### config.mk
export PLATFORM = sky130hd
export DESIGN_NAME = can_wake_detect
export DESIGN_NICKNAME = d
export VERILOG_FILES = /design/src/rtl/cwd_pkg.sv /design/src/rtl/cwd_sync.sv /design/src/rtl/cwd_width_meter.sv /design/src/rtl/cwd_qualifier.sv /design/src/rtl/can_wake_detect.sv
export SDC_FILE = /design/constraint.sdc
export NUM_CORES = 1
export LEC_CHECK = 0
export BUFFER_PORTS_ARGS = -buffer_cell sky130_fd_sc_hd__buf_2
export CAP_MARGIN = 30
export CORE_MARGIN = 2
export CORE_UTILIZATION = 60
export CTS_CLUSTER_DIAMETER = 120
export DETAILED_ROUTE_END_ITERATION = 12
export GPL_ROUTABILITY_DRIVEN = 0
export MAX_ROUTING_LAYER = met4
export PLACE_DENSITY = 0.77
export SETUP_SLACK_MARGIN = 0.02
export SLEW_MARGIN = 15
export SYNTH_ARGS = -nofsm -noshare
export SYNTH_HDL_FRONTEND = slang
export SYNTH_SLANG_ARGS = --single-unit
export TNS_END_PERCENT = 1
### constraint.sdc
create_clock -name clk -period 1.7 [get_ports clk]
set_clock_uncertainty 0.1 [all_clocks]
set_input_delay 0.085 -clock clk [delete_from_list [all_inputs] [get_ports clk]]
set_output_delay 0.085 -clock clk [all_outputs]
set_load 0.02 [all_outputs]
### src/rtl/cwd_pkg.sv
package cwd_pkg;
  typedef enum logic [1:0] {
    MS_IDLE = 2'd0,
    MS_MEAS = 2'd1,
    MS_HOLD = 2'd2
  } meas_state_t;
endpackage

### src/rtl/cwd_sync.sv
module cwd_sync #(
  parameter int STAGES    = 2,
  parameter bit RESET_VAL = 1'b1
) (
  input  logic clk,
  input  logic rst,
  input  logic d_in,
  output logic d_out
);
  logic [STAGES-1:0] chain;

  genvar gi;
  generate
    for (gi = 0; gi < STAGES; gi++) begin : g_stage
      if (gi == 0) begin : g_first
        always_ff @(posedge clk) begin
          if (rst) chain[0] <= RESET_VAL;
          else     chain[0] <= d_in;
        end
      end else begin : g_next
        always_ff @(posedge clk) begin
          if (rst) chain[gi] <= RESET_VAL;
          else     chain[gi] <= chain[gi-1];
        end
      end
    end
  endgenerate

  assign d_out = chain[STAGES-1];
endmodule

### src/rtl/cwd_width_meter.sv
module cwd_width_meter
  import cwd_pkg::*;
#(
  parameter int MIN_W = 8,
  parameter int MAX_W = 8000
) (
  input  logic clk,
  input  logic rst,
  input  logic clr,
  input  logic line_s,
  output logic pstart,
  output logic acc,
  output logic rej
);
  localparam int CW = $clog2(MAX_W + 1);
  localparam logic [CW-1:0] MIN_C  = CW'(MIN_W);
  localparam logic [CW-1:0] LAST_C = CW'(MAX_W - 1);

  meas_state_t    st;
  logic [CW-1:0]  cnt;

  always_ff @(posedge clk) begin
    if (rst) begin
      st     <= MS_IDLE;
      cnt    <= '0;
      pstart <= 1'b0;
      acc    <= 1'b0;
      rej    <= 1'b0;
    end else begin
      pstart <= 1'b0;
      acc    <= 1'b0;
      rej    <= 1'b0;
      if (clr) begin
        st  <= line_s ? MS_IDLE : MS_HOLD;
        cnt <= '0;
      end else begin
        case (st)
          MS_IDLE: begin
            if (!line_s) begin
              st     <= MS_MEAS;
              cnt    <= CW'(1);
              pstart <= 1'b1;
            end
          end
          MS_MEAS: begin
            if (line_s) begin
              st <= MS_IDLE;
              if (cnt > MIN_C) acc <= 1'b1;
              else             rej <= 1'b1;
            end else if (cnt == LAST_C) begin
              st  <= MS_HOLD;
              rej <= 1'b1;
            end else begin
              cnt <= cnt + CW'(1);
            end
          end
          MS_HOLD: begin
            if (line_s) st <= MS_IDLE;
          end
          default: st <= MS_IDLE;
        endcase
      end
    end
  end
endmodule

### src/rtl/cwd_qualifier.sv
module cwd_qualifier #(
  parameter int NEED_PULSES = 3,
  parameter int GAP_MAX     = 8000,
  localparam int PW = (NEED_PULSES > 1) ? $clog2(NEED_PULSES) : 1
) (
  input  logic          clk,
  input  logic          rst,
  input  logic          en,
  input  logic          norm,
  input  logic          pstart,
  input  logic          acc,
  input  logic          rej,
  output logic          wake,
  output logic [PW-1:0] pcount
);
  localparam int GW = $clog2(GAP_MAX + 1);
  localparam logic [PW-1:0] TOP_C = PW'(NEED_PULSES - 1);
  localparam logic [GW-1:0] GAP_C = GW'(GAP_MAX - 1);

  logic [GW-1:0] gtmr;
  logic          armed;

  always_ff @(posedge clk) begin
    if (rst) begin
      wake <= 1'b0;
    end else if (norm) begin
      wake <= 1'b0;
    end else if (en && acc && pcount == TOP_C) begin
      wake <= 1'b1;
    end
  end

  always_ff @(posedge clk) begin
    if (rst || !en || norm) begin
      pcount <= '0;
      armed  <= 1'b0;
      gtmr   <= '0;
    end else if (rej) begin
      pcount <= '0;
      armed  <= 1'b0;
    end else if (acc) begin
      gtmr <= '0;
      if (pcount == TOP_C) begin
        pcount <= '0;
        armed  <= 1'b0;
      end else begin
        pcount <= pcount + PW'(1);
        armed  <= 1'b1;
      end
    end else if (pstart) begin
      armed <= 1'b0;
    end else if (armed) begin
      if (gtmr == GAP_C) begin
        pcount <= '0;
        armed  <= 1'b0;
        gtmr   <= '0;
      end else begin
        gtmr <= gtmr + GW'(1);
      end
    end
  end
endmodule

### src/rtl/can_wake_detect.sv
module can_wake_detect #(
  parameter int MIN_W       = 8,
  parameter int MAX_W       = 8000,
  parameter int GAP_MAX     = 8000,
  parameter int NEED_PULSES = 3,
  parameter int SYNC_STAGES = 2,
  localparam int PW = (NEED_PULSES > 1) ? $clog2(NEED_PULSES) : 1
) (
  input  logic clk,
  input  logic rst,
  input  logic rx_level,
  input  logic det_en,
  input  logic normal_mode,
  output logic wake_flag
);
  logic          line_s;
  logic          hold_off;
  logic          pstart;
  logic          acc_pulse;
  logic          rej_pulse;
  logic [PW-1:0] pcount;

  assign hold_off = !det_en || normal_mode;

  cwd_sync #(.STAGES(SYNC_STAGES), .RESET_VAL(1'b1)) u_sync (
    .clk   (clk),
    .rst   (rst),
    .d_in  (rx_level),
    .d_out (line_s)
  );

  cwd_width_meter #(.MIN_W(MIN_W), .MAX_W(MAX_W)) u_meter (
    .clk    (clk),
    .rst    (rst),
    .clr    (hold_off),
    .line_s (line_s),
    .pstart (pstart),
    .acc    (acc_pulse),
    .rej    (rej_pulse)
  );

  cwd_qualifier #(.NEED_PULSES(NEED_PULSES), .GAP_MAX(GAP_MAX)) u_qual (
    .clk    (clk),
    .rst    (rst),
    .en     (det_en),
    .norm   (normal_mode),
    .pstart (pstart),
    .acc    (acc_pulse),
    .rej    (rej_pulse),
    .wake   (wake_flag),
    .pcount (pcount)
  );
endmodule

==> results of run 1 <==
stage by stage:
step / setup TNS, ns / hold WS, ns / std cells / utilization [%] / setup slack (ns)
after global routing: -0.1203 / 0.1012 / 285 / 75.79 / -0.03950
after global placement: 0 / 0.1680 / 269 / 67.96 / 0.03215
after CTS: 0 / 0.05145 / 282 / 72.50 / 0.02281
final: -0.01178 / 0.08230 / 285 / 75.79 / -0.01178
after floorplan: 0 / 0.06179 / 218 / - / 0.1298
after detailed placement: -0.06649 / 0.1809 / 269 / 67.96 / -0.01877
report_power, final:
| group | switching, W | internal [W] | leakage (nW) |
|---|---|---|---|
| logic | 0.0000305 | 0.0000240 | 0.446 |
| clock network | 0.000308 | 0.000156 | 0.0310 |
| registers | 0.00000277 | 0.000870 | 0.303 |
logic make-up after synthesis:
| logic type | after synthesis | share of synthesized area [%] |
|---|---|---|
| XOR/XNOR | 5 | 2.347 |
| multiplexers | 3 | 1.677 |
| flip-flops | 37 | 39.70 |
| adder cells (fa/ha/maj) | 3 | 2.012 |
| buffers and inverters | 16 | 4.225 |
| AND/OR/NAND/NOR | 96 | 29.71 |
| AO/OA/AOI/OAI | 58 | 20.32 |
worst register-to-register path: stages (launching register included):
cell	delay (ns)
sky130_fd_sc_hd__dfxtp_1	0.47
sky130_fd_sc_hd__and4_1	0.31
sky130_fd_sc_hd__and4_2	0.34
sky130_fd_sc_hd__o21ai_1	0.08
sky130_fd_sc_hd__buf_4	0.17
sky130_fd_sc_hd__a31oi_1	0.18
placed cells by master (no fill, tap or decap), types with 3 or more instances in the layout:
cell	synthesis	layout
sky130_fd_sc_hd__dfxtp_1	37	28
sky130_fd_sc_hd__buf_4	0	23
sky130_fd_sc_hd__nand2_1	17	17
sky130_fd_sc_hd__nor2_1	15	15
sky130_fd_sc_hd__o21ai_0	11	11
sky130_fd_sc_hd__a21oi_1	13	11
sky130_fd_sc_hd__a31oi_1	10	10
sky130_fd_sc_hd__dfxtp_2	0	9
sky130_fd_sc_hd__inv_1	8	8
sky130_fd_sc_hd__nand3_1	7	7
sky130_fd_sc_hd__nand4_1	6	6
sky130_fd_sc_hd__nand2b_1	6	6
sky130_fd_sc_hd__o211ai_1	5	5
sky130_fd_sc_hd__xor2_1	5	5
sky130_fd_sc_hd__or3_1	7	5
sky130_fd_sc_hd__clkbuf_4	0	5
sky130_fd_sc_hd__dlygate4sd3_1	0	5
sky130_fd_sc_hd__buf_2	2	5
sky130_fd_sc_hd__or2_2	4	4
sky130_fd_sc_hd__and3_1	4	4
sky130_fd_sc_hd__and4_1	5	3
sky130_fd_sc_hd__nor3_1	5	3
sky130_fd_sc_hd__o311ai_0	3	3
sky130_fd_sc_hd__o31ai_1	3	3
area by class of cell:
| cell class | count | area [µm²] | area share, % |
|---|---|---|---|
| timing repair buffer | 33 | 247.7 | 10.89 |
| clock buffer | 5 | 37.54 | 1.649 |
| clock inverter | 3 | 17.52 | 0.7697 |
| inverter | 8 | 30.03 | 1.319 |
| sequential | 37 | 752.0 | 33.04 |
| multi-input combinational | 166 | 1150 | 50.52 |
| tap | 33 | 41.29 | 1.814 |
repair_timing:
| action | 4_1_cts | 5_1_grt |
|---|---|---|
| gates cloned | 0 | 1 |
| endpoints found under the setup margin | 19 | 28 |
| pin swaps | 0 | 4 |
| hold buffers | 5 | 0 |
| resized for setup | 7 | 23 |
| hold endpoints to repair | 4 | 0 |
| setup buffers | 0 | 2 |
metal layers:
| metal | track usage (%) | routed length [µm] |
|---|---|---|
| met3 | 7.792 | 374 |
| met5 | - | 0 |
| met4 | 15.56 | 160 |
| met1 | 31.38 | 1998 |
| met2 | 50.00 | 2618 |
path summary, 6_finish.rpt:
kind / from / to / slack, ns
setup / recovery: u_meter.cnt[9] / u_meter.cnt[8] / -0.01
setup reg to reg: u_meter.cnt[9] / u_meter.cnt[8] / -0.01
hold / removal: det_en / u_meter.st[1] / 0.08
hold reg to reg: u_sync.chain[0] / u_sync.d_out / 0.33
sequential cells by signal, summed over array words and instances, names as in the netlist:
name	cells
u_qual.gtmr	13
u_meter.pstart	1
u_qual.pcount	2
u_meter.acc	1
u_sync.d_out	1
u_meter.cnt	13
u_sync.chain	1
u_meter.rej	1
u_qual.wake	1
u_qual.armed	1
u_meter.st	2
==> summary by stage, run 1 <==
Run status
The flow ran to the end, but the final reports show violations. The checks that failed: setup timing.

Routing
Once detail routing completed, the nets flagged for antenna violations numbered 0. The detailed router placed 1933 vias in this run. In the final routed layout, each cell accounts on average for 18.08 µm. After detailed routing, the number of vias per cell comes to approximately 6.8. In this run, the number of DRC markers left after iteration 0 of detailed routing was 195. The detailed-router iteration count before antenna repair is 5. The count of unresolved DRC violations after routing is 0. The detailed-route wire length is 5.152 mm.

Yosys
The most used standard cell by instance count after synthesis is sky130_fd_sc_hd__dfxtp_1. The count of synthesis-stage warnings from yosys is 0. The sequential cell area fraction in the yosys report is 39.70%. The mean instance size in the synthesized netlist is 8.558 µm². The synthesized instance count is 218.

The share of synthesized registers carrying an async set or reset is 0%. The synthesized netlist contains 51 unique library cells. The number of nets in the synthesized netlist is 226. The commonest cells after synthesis are sky130_fd_sc_hd__dfxtp_1, sky130_fd_sc_hd__nand2_1, sky130_fd_sc_hd__nor2_1.

Summed over all instances, the cell type with the most area after synthesis is sky130_fd_sc_hd__dfxtp_1. Counting flops and latches in the post-synthesis netlist gives 37. The post-synthesis cell area is between 1500 and 2000 µm². Counting flops with a built-in enable in the synthesized netlist gives 0. Yosys attributes the largest share of cell area to sky130_fd_sc_hd__dfxtp_1, sky130_fd_sc_hd__a21oi_1, sky130_fd_sc_hd__nand2_1. The top-area cell type share of the netlist area is 39.70%.

In the synthesized netlist the dominant register cell turns out to be sky130_fd_sc_hd__dfxtp_1.

Power
The overall power after layout is between 0.001 and 0.0015 W. VDD sags by at most about 0.00048 V. The power density over the cells is 611.5 nW/µm². The standby leakage power is 0.7799 nW.

Die
For this configuration, the core starts out at a cell density of 62.12%. The floorplan has 20 rows. The area of the core is 3003 µm².

The y dimension of the die is 59.76 µm. The die covers about 3600 µm². The floorplan step set the die width to 59.76 µm. In this run the count of I/O pins placed on the die edge is 6.

STA
Across all setup checks in the final design, the least slack found is -0.01178 ns. The number of setup violations in the final report is 1. For the pin with the worst max-slew slack, the measured transition is 0.4804 ns. The normalized max-slew margin is 67.83%.

The number of pins exceeding their max-slew limit in the final report is 0. Setup repair after global routing could not meet its margin everywhere. Static timing analysis puts the maximum clock frequency at 0.5842 GHz.

The final worst-path cycle share is 100.7%. The final hold violation count is 0. The time the worst path needs with I/O delays and setup is 1.712 ns.

Placement
The number of input and output port buffers inserted is 5. After legalization and detailed placement, the total HPWL measured ~3.3 mm. The instance area after placement is 2041 µm².

Critical path
The type of destination of the critical path is a register. The worst reg2reg path depth is 5. Grouping stages by cell kind, the critical path spends the most delay in simple AND/OR/NAND/NOR gates. The worst setup path is of the reg -> reg kind.

Data arrives at the worst endpoint at roughly 1.9 ns. Walking the worst path, the cells encountered are and4_1, and4_2, o21ai_1, buf_4, a31oi_1. The maximum fanout count along the critical path is 6. For this design, the slowest cell found on the critical path is sky130_fd_sc_hd__dfxtp_1. The biggest cell delay along the critical path is 0.47 ns. The worst setup path is launched from a register. The required time reported for the critical path endpoint is 1.87 ns. Counting buffers and inverters, the worst setup path is 5 cells deep. The total buffers and inverters traversed by the critical path is 1.

Global route
The global-route wire length before repair is about 7.6 mm. The global-route congestion overflow total is 0. The number of antenna violations at the first check in global routing came to 0. In the global route stage, overall resource usage came out at 29.59%.

The via count of the first global-routing pass was 1743. Entering global routing, the biggest net connects 13 pins.

Clock tree
The clock passes through at most 2 buffers. The clock-pin slew on the worst setup and hold paths is 0.11 ns. The total clock sinks is 37.

The clock tree from TritonCTS is done. Clock tree synthesis inserted a total of 5 buffers. The level count of the clock H-tree is 2.

CTS placed an instance of sky130_fd_sc_hd__clkbuf_4 at the clock tree root. The latest clock arrival within the worst-skew pair is 0.34 ns.

Layout
Fill cells in the final layout number 215. The relative area change from synthesis to final layout is 22.00%. In the final layout, the share of cells above drive strength 1 is 29.37%. Summing all non-filler instances in the final layout gives an area of 2276 µm². The repair_antennas step left the layout with diodes totalling 0. The layout net count is roughly 260.

Min path
The path class of the lowest-slack min-delay path is in -> reg. The instance count along the most critical hold path is 4.

Flow run
The total of max-cap violations is 0.
Note: power is estimated with default switching activity, not from simulation.
==> run 2: changes to the inputs <==
--- a/config.mk
+++ b/config.mk
@@ -5,6 +5,7 @@
 export SDC_FILE = /design/constraint.sdc
 export NUM_CORES = 1
 export LEC_CHECK = 0
+export ABC_AREA = 1
 export BUFFER_PORTS_ARGS = -buffer_cell sky130_fd_sc_hd__buf_2
 export CAP_MARGIN = 30
 export CORE_MARGIN = 2
==> summary by stage, run 2 <==
Critical path
The maximum fanout count along the critical path came to 4 (-2). The worst reg2reg path depth is 8 (+3). The type of destination of the critical path is a register. The biggest cell delay along the critical path is 0.36 ns (-0.11 ns).

The required time reported for the critical path endpoint is 1.86 ns (about the same). The signal on the critical path passes through ha_2, nand3_1, nor2_2, inv_1, nor2_4, nand2_1, xor2_1, nor2_1. The class of the most critical setup path is reg -> reg. The critical-path cell with the highest stage delay is sky130_fd_sc_hd__dfxtp_1. The endpoint identified for the worst register-to-register timing path is u_qual.gtmr[10]. The worst setup path is launched from a register. The data arrival time of the worst path was 1.69 ns (-0.19 ns). The worst register-to-register path begins at u_qual.gtmr[0]. The flop-to-flop setup slack is 0.16 ns (+0.18 ns). The most critical setup path has its endpoint at u_qual.gtmr[10]. The launching instance or port of the critical path is u_qual.gtmr[0].

STA
The smallest hold slack is 0.09469 ns (+0.01239 ns). The time the worst path needs with I/O delays and setup is 1.535 ns (-0.1764 ns). The maximum clock frequency is 0.6513 GHz (+11%). Setup repair after global routing could not meet its margin everywhere. The setup slack after layout is 0.1646 ns (+0.1764 ns).

The normalized max-slew margin was 69.93% (+2.1 points). The number of setup violations in the final report was 0 (-1). The setup total negative slack was 0 ns (+0.01178 ns). The number of pins exceeding their max-slew limit in the final report is 0 (unchanged). The final worst-path cycle share was 90.32% (-10 points). The worst-margin pin slew was 0.4476 ns (-0.03276 ns).

The final hold violation count is 0 (unchanged).

Flow run
The total of max-cap violations was 0 (unchanged).

Yosys
The sequential cell area fraction in the yosys report was 35.99% (-3.7 points). The post-synthesis cell area was 2058 µm² (+10%). The share of synthesized registers carrying an async set or reset is 0% (unchanged). For this run, the leading register cell type out of synthesis is sky130_fd_sc_hd__dfxtp_1. The top-area cell type share of the netlist area is 35.99% (-3.7 points).

The most used standard cell by instance count after synthesis is sky130_fd_sc_hd__nand2_1. The mean instance size in the synthesized netlist came to 6.392 µm² (-25%). The number of enable flip-flop cells after synthesis was 0 (unchanged). The count of synthesis-stage warnings from yosys was 0 (unchanged). The cell accounting for the most synthesized area is sky130_fd_sc_hd__dfxtp_1. The number of library cell types mapped by synthesis is 26 (-49%). The number of synthesized register bits is 37 (unchanged). By count the netlist is led by sky130_fd_sc_hd__nand2_1, sky130_fd_sc_hd__inv_1, sky130_fd_sc_hd__nor2_1. The number of nets in the synthesized netlist is 330 (+46%). The synthesized instance count is 322 (+48%). Ranked by total cell area, the synthesized netlist is headed by sky130_fd_sc_hd__dfxtp_1, sky130_fd_sc_hd__nand2_1, sky130_fd_sc_hd__inv_1.

Routing
The DRC violation total after the first TritonRoute iteration is 140 (-28%). The via density per instance is 5.230 (-23%). The detailed-router iteration count before antenna repair is 4 (-1). The via count is 2045 (+5.8%). The detailed-route wire length was 4.738 mm (-8.0%).

The count of unresolved DRC violations after routing is 0 (unchanged). The residual antenna-violating net count after detailed routing was 0 (unchanged). The routed wirelength normalized by instance count is 12.12 µm (-33%).

Clock tree
The number of CTS-inserted buffers is 5 (unchanged). The number of setup buffers added after CTS is 0 (unchanged). The cell chosen for the clock root is sky130_fd_sc_hd__clkbuf_4.

The level count of the clock H-tree is 2 (unchanged). The clock-pin slew on the worst setup and hold paths was 0.12 ns (about the same). The latest clock arrival within the worst-skew pair came to 0.36 ns (+0.02 ns).

The maximum root-to-sink buffer count is 2 (unchanged). The clock tree from TritonCTS is done. The total clock sinks is 37 (unchanged).

Layout
The number of diodes added for antenna fixing is 0 (unchanged). Compared with the post-synthesis result, the final layout area differs by 15.32%. The layout net count is 352 (+36%).

The library cell used most frequently in the layout, excluding fill and tap cells, is sky130_fd_sc_hd__nand2_1. In the layout the commonest cells are sky130_fd_sc_hd__nand2_1, sky130_fd_sc_hd__inv_1, sky130_fd_sc_hd__nor2_1. The flip-flop and latch area is 744.5 µm² (-1.0%).

The area of the multi-input gates is 1109 µm² (-3.6%). The proportion of layout cells with a drive suffix above 1 is 15.94% (-13 points). The largest registers in the layout are u_meter.cnt: 13 flops, u_qual.gtmr: 13 flops. The number of cells in the finished layout apart from fillers is 391 (+37%). The number of fill cells in the layout is 300 (+40%).

Die
The area of the core is 3311 µm² (+10%). The initial core utilization is 62.17% (about the same). The overall die area came to 3915 µm² (+9.6%). The y dimension of the die came to 62.57 µm (+4.7%). The I/O pin count is 6 (unchanged). The horizontal die dimension is 62.57 µm (+4.7%).

The site row count is 21 (+5.0%).

Placement
The worst setup timing slack at the placement stage is 0.07475 ns (+0.09352 ns). The number of input and output port buffers inserted was 5 (unchanged). The cell total after placement was 378 (+41%). The sum of net half-perimeters after detailed placement is 3.262 mm (-1.8%).

Power
The standby leakage power is 0.9447 nW (+21%). The worst ir drop on vdd is 0.0003015 V (-38%). The overall power after layout is 0.001698 W (+22%). The power density over the cells was 715.6 nW/µm² (+17%).

Global route
The global-route usage over all layers is 27.47% (-2.1 points). The global-route wire length before repair is 8.362 mm (+10%). The maximum number of pins on one net before global-route repair is 13 (unchanged). The global-route congestion overflow total is 0 (unchanged). The via count of the first global-routing pass is 1977 (+13%). The number of antenna violations at the first check in global routing is 0 (unchanged).

Min path
In this run the most critical hold path is launched from det_en. The instance count along the most critical hold path is 5 (+1). The path class of the lowest-slack min-delay path is in -> reg.

Run status
The flow ran to the end, and the final reports show no timing, DRC or antenna violations.
## run 2: cell types whose count changed after synthesis, sizes merged, moves of 7 or more
| cell | change |
|---|---|
| inv | +49 |
| a31oi | -10 |
| nor2 | +28 |
| nand2 | +67 |
| nand3 | +24 |
| or3 | -7 |
| nor3 | +8 |
## run 2: cell type report
cell class / count / share of cell area (%)
Inverter: 57 / 9.172
Clock inverter: 3 / 2.741
Sequential cell: 37 / 31.37
Tap cell: 46 / 2.425
Clock buffer: 5 / 1.581
Multi-Input combinational cell: 224 / 46.71
Timing Repair Buffer: 19 / 6.009
## run 2: repair_timing
action / CTS / global route
hold buffers: 5 / 0
setup endpoints to repair: 0 / 23
resized for setup: 0 / 13
endpoints found under the hold margin: 5 / 0
## run 2: worst min-delay path by stage
stage                    endpoint  slack, ns
global placement      u_qual.wake       0.17
floorplan           u_meter.st[0]       0.05
CTS                 u_meter.st[0]       0.08
finish              u_meter.st[0]       0.09
global route        u_meter.st[0]       0.11
detailed placement    u_qual.wake       0.17
## run 2: metrics by stage
step	area, µm²	utilization (%)
floorplan	2058	-
global placement	2183	65.95
detailed placement	2183	65.95
CTS	2336	70.56
global route	2374	71.69
finish	2374	71.69
## run 2: report_power, final
group	switching, W	internal [W]
combinational	0.0000372	0.0000227
sequential	0.00000307	0.000870
clock	0.000310	0.000455
## run 2: worst max-delay path, delay by kind of cell, from the launching register on
| family | cells | cell delay, ns |
|---|---|---|
| DFF | 1 | 0.36 |
| xor gates and xnor gates | 1 | 0.14 |
| buffers and inverters | 1 | 0.12 |
| adders and majority gates | 1 | 0.19 |
| and+or+nand+nor | 5 | 0.53 |
## run 2: cells by family (layout without fill, tap and decap cells)
logic type / Yosys count / count (layout) / synth area share (%)
fa+ha+maj: 3 / 3 / 1.824
buf+inv: 61 / 84 / 11.61
xor+xnor: 3 / 3 / 1.277
flops: 37 / 37 / 35.99
compound gates: 31 / 31 / 8.025
simple gates: 187 / 187 / 41.28
## run 2: metal layers
layer | wire, µm | part of all wire, % | GRT usage [%]
met4 | 76 | 1.6 | 12.50
met5 | 0 | 0 | -
met1 | 2059 | 43 | 30.52
met2 | 2398 | 51 | 47.04
met3 | 203 | 4.3 | 6.126
==> run 3: changes to the inputs <==
--- a/config.mk
+++ b/config.mk
@@ -9,12 +9,11 @@
 export BUFFER_PORTS_ARGS = -buffer_cell sky130_fd_sc_hd__buf_2
 export CAP_MARGIN = 30
 export CORE_MARGIN = 2
-export CORE_UTILIZATION = 60
+export CORE_UTILIZATION = 35
 export CTS_CLUSTER_DIAMETER = 120
 export DETAILED_ROUTE_END_ITERATION = 12
 export GPL_ROUTABILITY_DRIVEN = 0
 export MAX_ROUTING_LAYER = met4
-export PLACE_DENSITY = 0.77
 export SETUP_SLACK_MARGIN = 0.02
 export SLEW_MARGIN = 15
 export SYNTH_ARGS = -nofsm -noshare
==> constraint.sdc (replaced) <==
create_clock -name clk -period 1.9 [get_ports clk]
set_clock_uncertainty 0.1 [all_clocks]
set_input_delay 0.095 -clock clk [delete_from_list [all_inputs] [get_ports clk]]
set_output_delay 0.095 -clock clk [all_outputs]
set_load 0.02 [all_outputs]
==> summary by stage, run 3 (same netlist as run 2, synthesis figures left out) <==
Layout
In the final layout, the registers with the most flip-flops are u_meter.cnt: 13 flops, u_qual.gtmr: 13 flops. The number of diodes added for antenna fixing is 0 (unchanged). The number of fill cells in the layout came to 618 (+110%). The commonest non-fill, non-tap cell in the layout is sky130_fd_sc_hd__nand2_1. The library cells used most frequently in the layout, excluding fill and tap cells, are sky130_fd_sc_hd__nand2_1, sky130_fd_sc_hd__inv_1, sky130_fd_sc_hd__nor2_1. The layout net count is 346 (-1.7%). The relative area change from synthesis to final layout is 13.74%. The proportion of layout cells with a drive suffix above 1 is 10.91% (-5.0 points).

Critical path
The worst setup path is of the reg -> reg kind. The element type at the critical path start is a register. The required time reported for the critical path endpoint is 1.99 ns (+0.13 ns). The type of destination of the critical path is a register. The data arrival time of the worst path is 1.81 ns (+0.12 ns). The maximum fanout count along the critical path is 7 (+3).

STA
The normalized max-slew margin came to 71.13% (+1.2 points). The final hold violation count was 0 (unchanged). The worst-margin pin slew came to 0.4298 ns (-0.01785 ns). Setup repair after global routing left no endpoint under its margin. The time the worst path needs with I/O delays and setup came to 1.717 ns (+0.1812 ns). The number of setup violations in the final report is 0 (unchanged). The setup total negative slack was 0 ns (unchanged). The final worst-path cycle share came to 90.35% (about the same).

The smallest hold slack was 0.1607 ns (+0.06600 ns). The number of pins exceeding their max-slew limit in the final report is 0 (unchanged). The maximum clock frequency is 0.5826 GHz (-11%).

Clock tree
The level count of the clock H-tree was 2 (unchanged). The maximum root-to-sink buffer count is 2 (unchanged). The total clock sinks is 37 (unchanged). TritonCTS built the clock tree. The number of CTS-inserted buffers was 5 (unchanged). The latest clock arrival within the worst-skew pair came to 0.29 ns (-0.07 ns). The number of setup buffers added after CTS came to 0 (unchanged). The cell chosen for the clock root is sky130_fd_sc_hd__clkbuf_8. The clock-pin slew on the worst setup and hold paths is 0.08 ns (-0.04 ns).

Global route
The maximum number of pins on one net before global-route repair is 14 (+1). The global-route usage over all layers is 15.48% (-12 points). The via count of the first global-routing pass is 1789 (-9.5%). The number of antenna violations at the first check in global routing is 0 (unchanged). The global-route congestion overflow total came to 0 (unchanged). The global-route wire length before repair is 7.769 mm (-7.1%).

Die
The y dimension of the die was 80.69 µm (+29%). The initial core utilization is 36.70% (-25 points). The horizontal die dimension is 80.69 µm (+29%).

The site row count was 27 (+29%). The overall die area is 6510 µm² (+66%). The area of the core came to 5608 µm² (+69%). The I/O pin count came to 6 (unchanged).

Routing
The DRC violation total after the first TritonRoute iteration is 80 (-43%). The count of unresolved DRC violations after routing is 0 (unchanged). The via density per instance is 4.718 (-9.8%). The detailed-router iteration count before antenna repair is 4 (unchanged). The via count is 1939 (-5.2%). The detailed-route wire length is 4.407 mm (-7.0%). The routed wirelength normalized by instance count is 10.72 µm (-12%).

The residual antenna-violating net count after detailed routing is 0 (unchanged).

Flow run
The total of max-cap violations came to 0 (unchanged).

Placement
The number of input and output port buffers inserted was 5 (unchanged). The sum of net half-perimeters after detailed placement came to 3.276 mm (+0.43%).

Power
The power density over the cells is 650.0 nW/µm² (-9.2%). The worst ir drop on vdd came to 0.0003543 V (+17%). The standby leakage power is 0.9225 nW (-2.4%).

Min path
The path class of the lowest-slack min-delay path is in -> reg.

Run status
The run finished with clean final reports.
[run 3: metrics by stage]
step	worst slack [ns]	instances	area (µm²)	utilization (%)	power, W
after floorplan	0.4817	322	2058	-	0.0008262
after global placement	0.2072	398	2171	38.71	0.0008414
after CTS	0.1488	411	2336	41.66	0.001547
after global routing	0.02235	411	2341	41.74	0.001583
final	0.1834	411	2341	41.74	0.001522
after detailed placement	0.1593	398	2171	38.71	0.0008416
[run 3: timing repair]
item | 4_1_cts | 5_1_grt
endpoints found under the hold margin | 5 | 0
resized for setup | 0 | 1
hold buffers | 5 | 0
setup endpoints to repair | 0 | 5
[run 3: cell type report]
type / count / area [µm²] / share of cell area, %
Multi-Input combinational cell: 224 / 1084 / 46.29
Sequential cell: 37 / 740.7 / 31.64
Tap cell: 72 / 90.09 / 3.848
Clock buffer: 5 / 68.82 / 2.940
Inverter: 57 / 214.0 / 9.139
Clock inverter: 3 / 46.29 / 1.978
Timing Repair Buffer: 13 / 97.59 / 4.169
[run 3: power by group]
group	switching (W)	leakage [nW]	internal, W
Clock	0.000299	0.0543	0.000393
Sequential	0.00000308	0.298	0.000778
Combinational	0.0000303	0.570	0.0000187
[run 3: layer usage]
metal  up-vias  part of all wire (%)  routed length, µm  track usage, %
met5         -                     0                  0               -
met2        29                    45               1986           23.83
met4         0                   1.9                 84           6.441
li1       1046                     -                  -               -
met1       857                    50               2221           20.00
met3         7                   2.6                115           2.809
[run 3: worst paths after layout]
kind	from	endpoint	slack [ns]	cells past startpoint
min reg2reg	u_sync.chain[0]	u_sync.d_out	0.32	1
min	det_en	u_meter.st[0]	0.16	5
max	u_meter.cnt[0]	u_meter.cnt[5]	0.18	9
max reg2reg	u_meter.cnt[0]	u_meter.cnt[5]	0.18	9
[run 3: critical path, cell delays in order, from the launching register on]
cell                      delay (ns)
sky130_fd_sc_hd__dfxtp_1        0.36
sky130_fd_sc_hd__ha_1           0.22
sky130_fd_sc_hd__nand3_2        0.10
sky130_fd_sc_hd__nor2_4         0.18
sky130_fd_sc_hd__nand3_2        0.22
sky130_fd_sc_hd__buf_4          0.23
sky130_fd_sc_hd__nand3_1        0.06
sky130_fd_sc_hd__nand2_1        0.06
sky130_fd_sc_hd__nand2_1        0.06
sky130_fd_sc_hd__inv_1          0.03
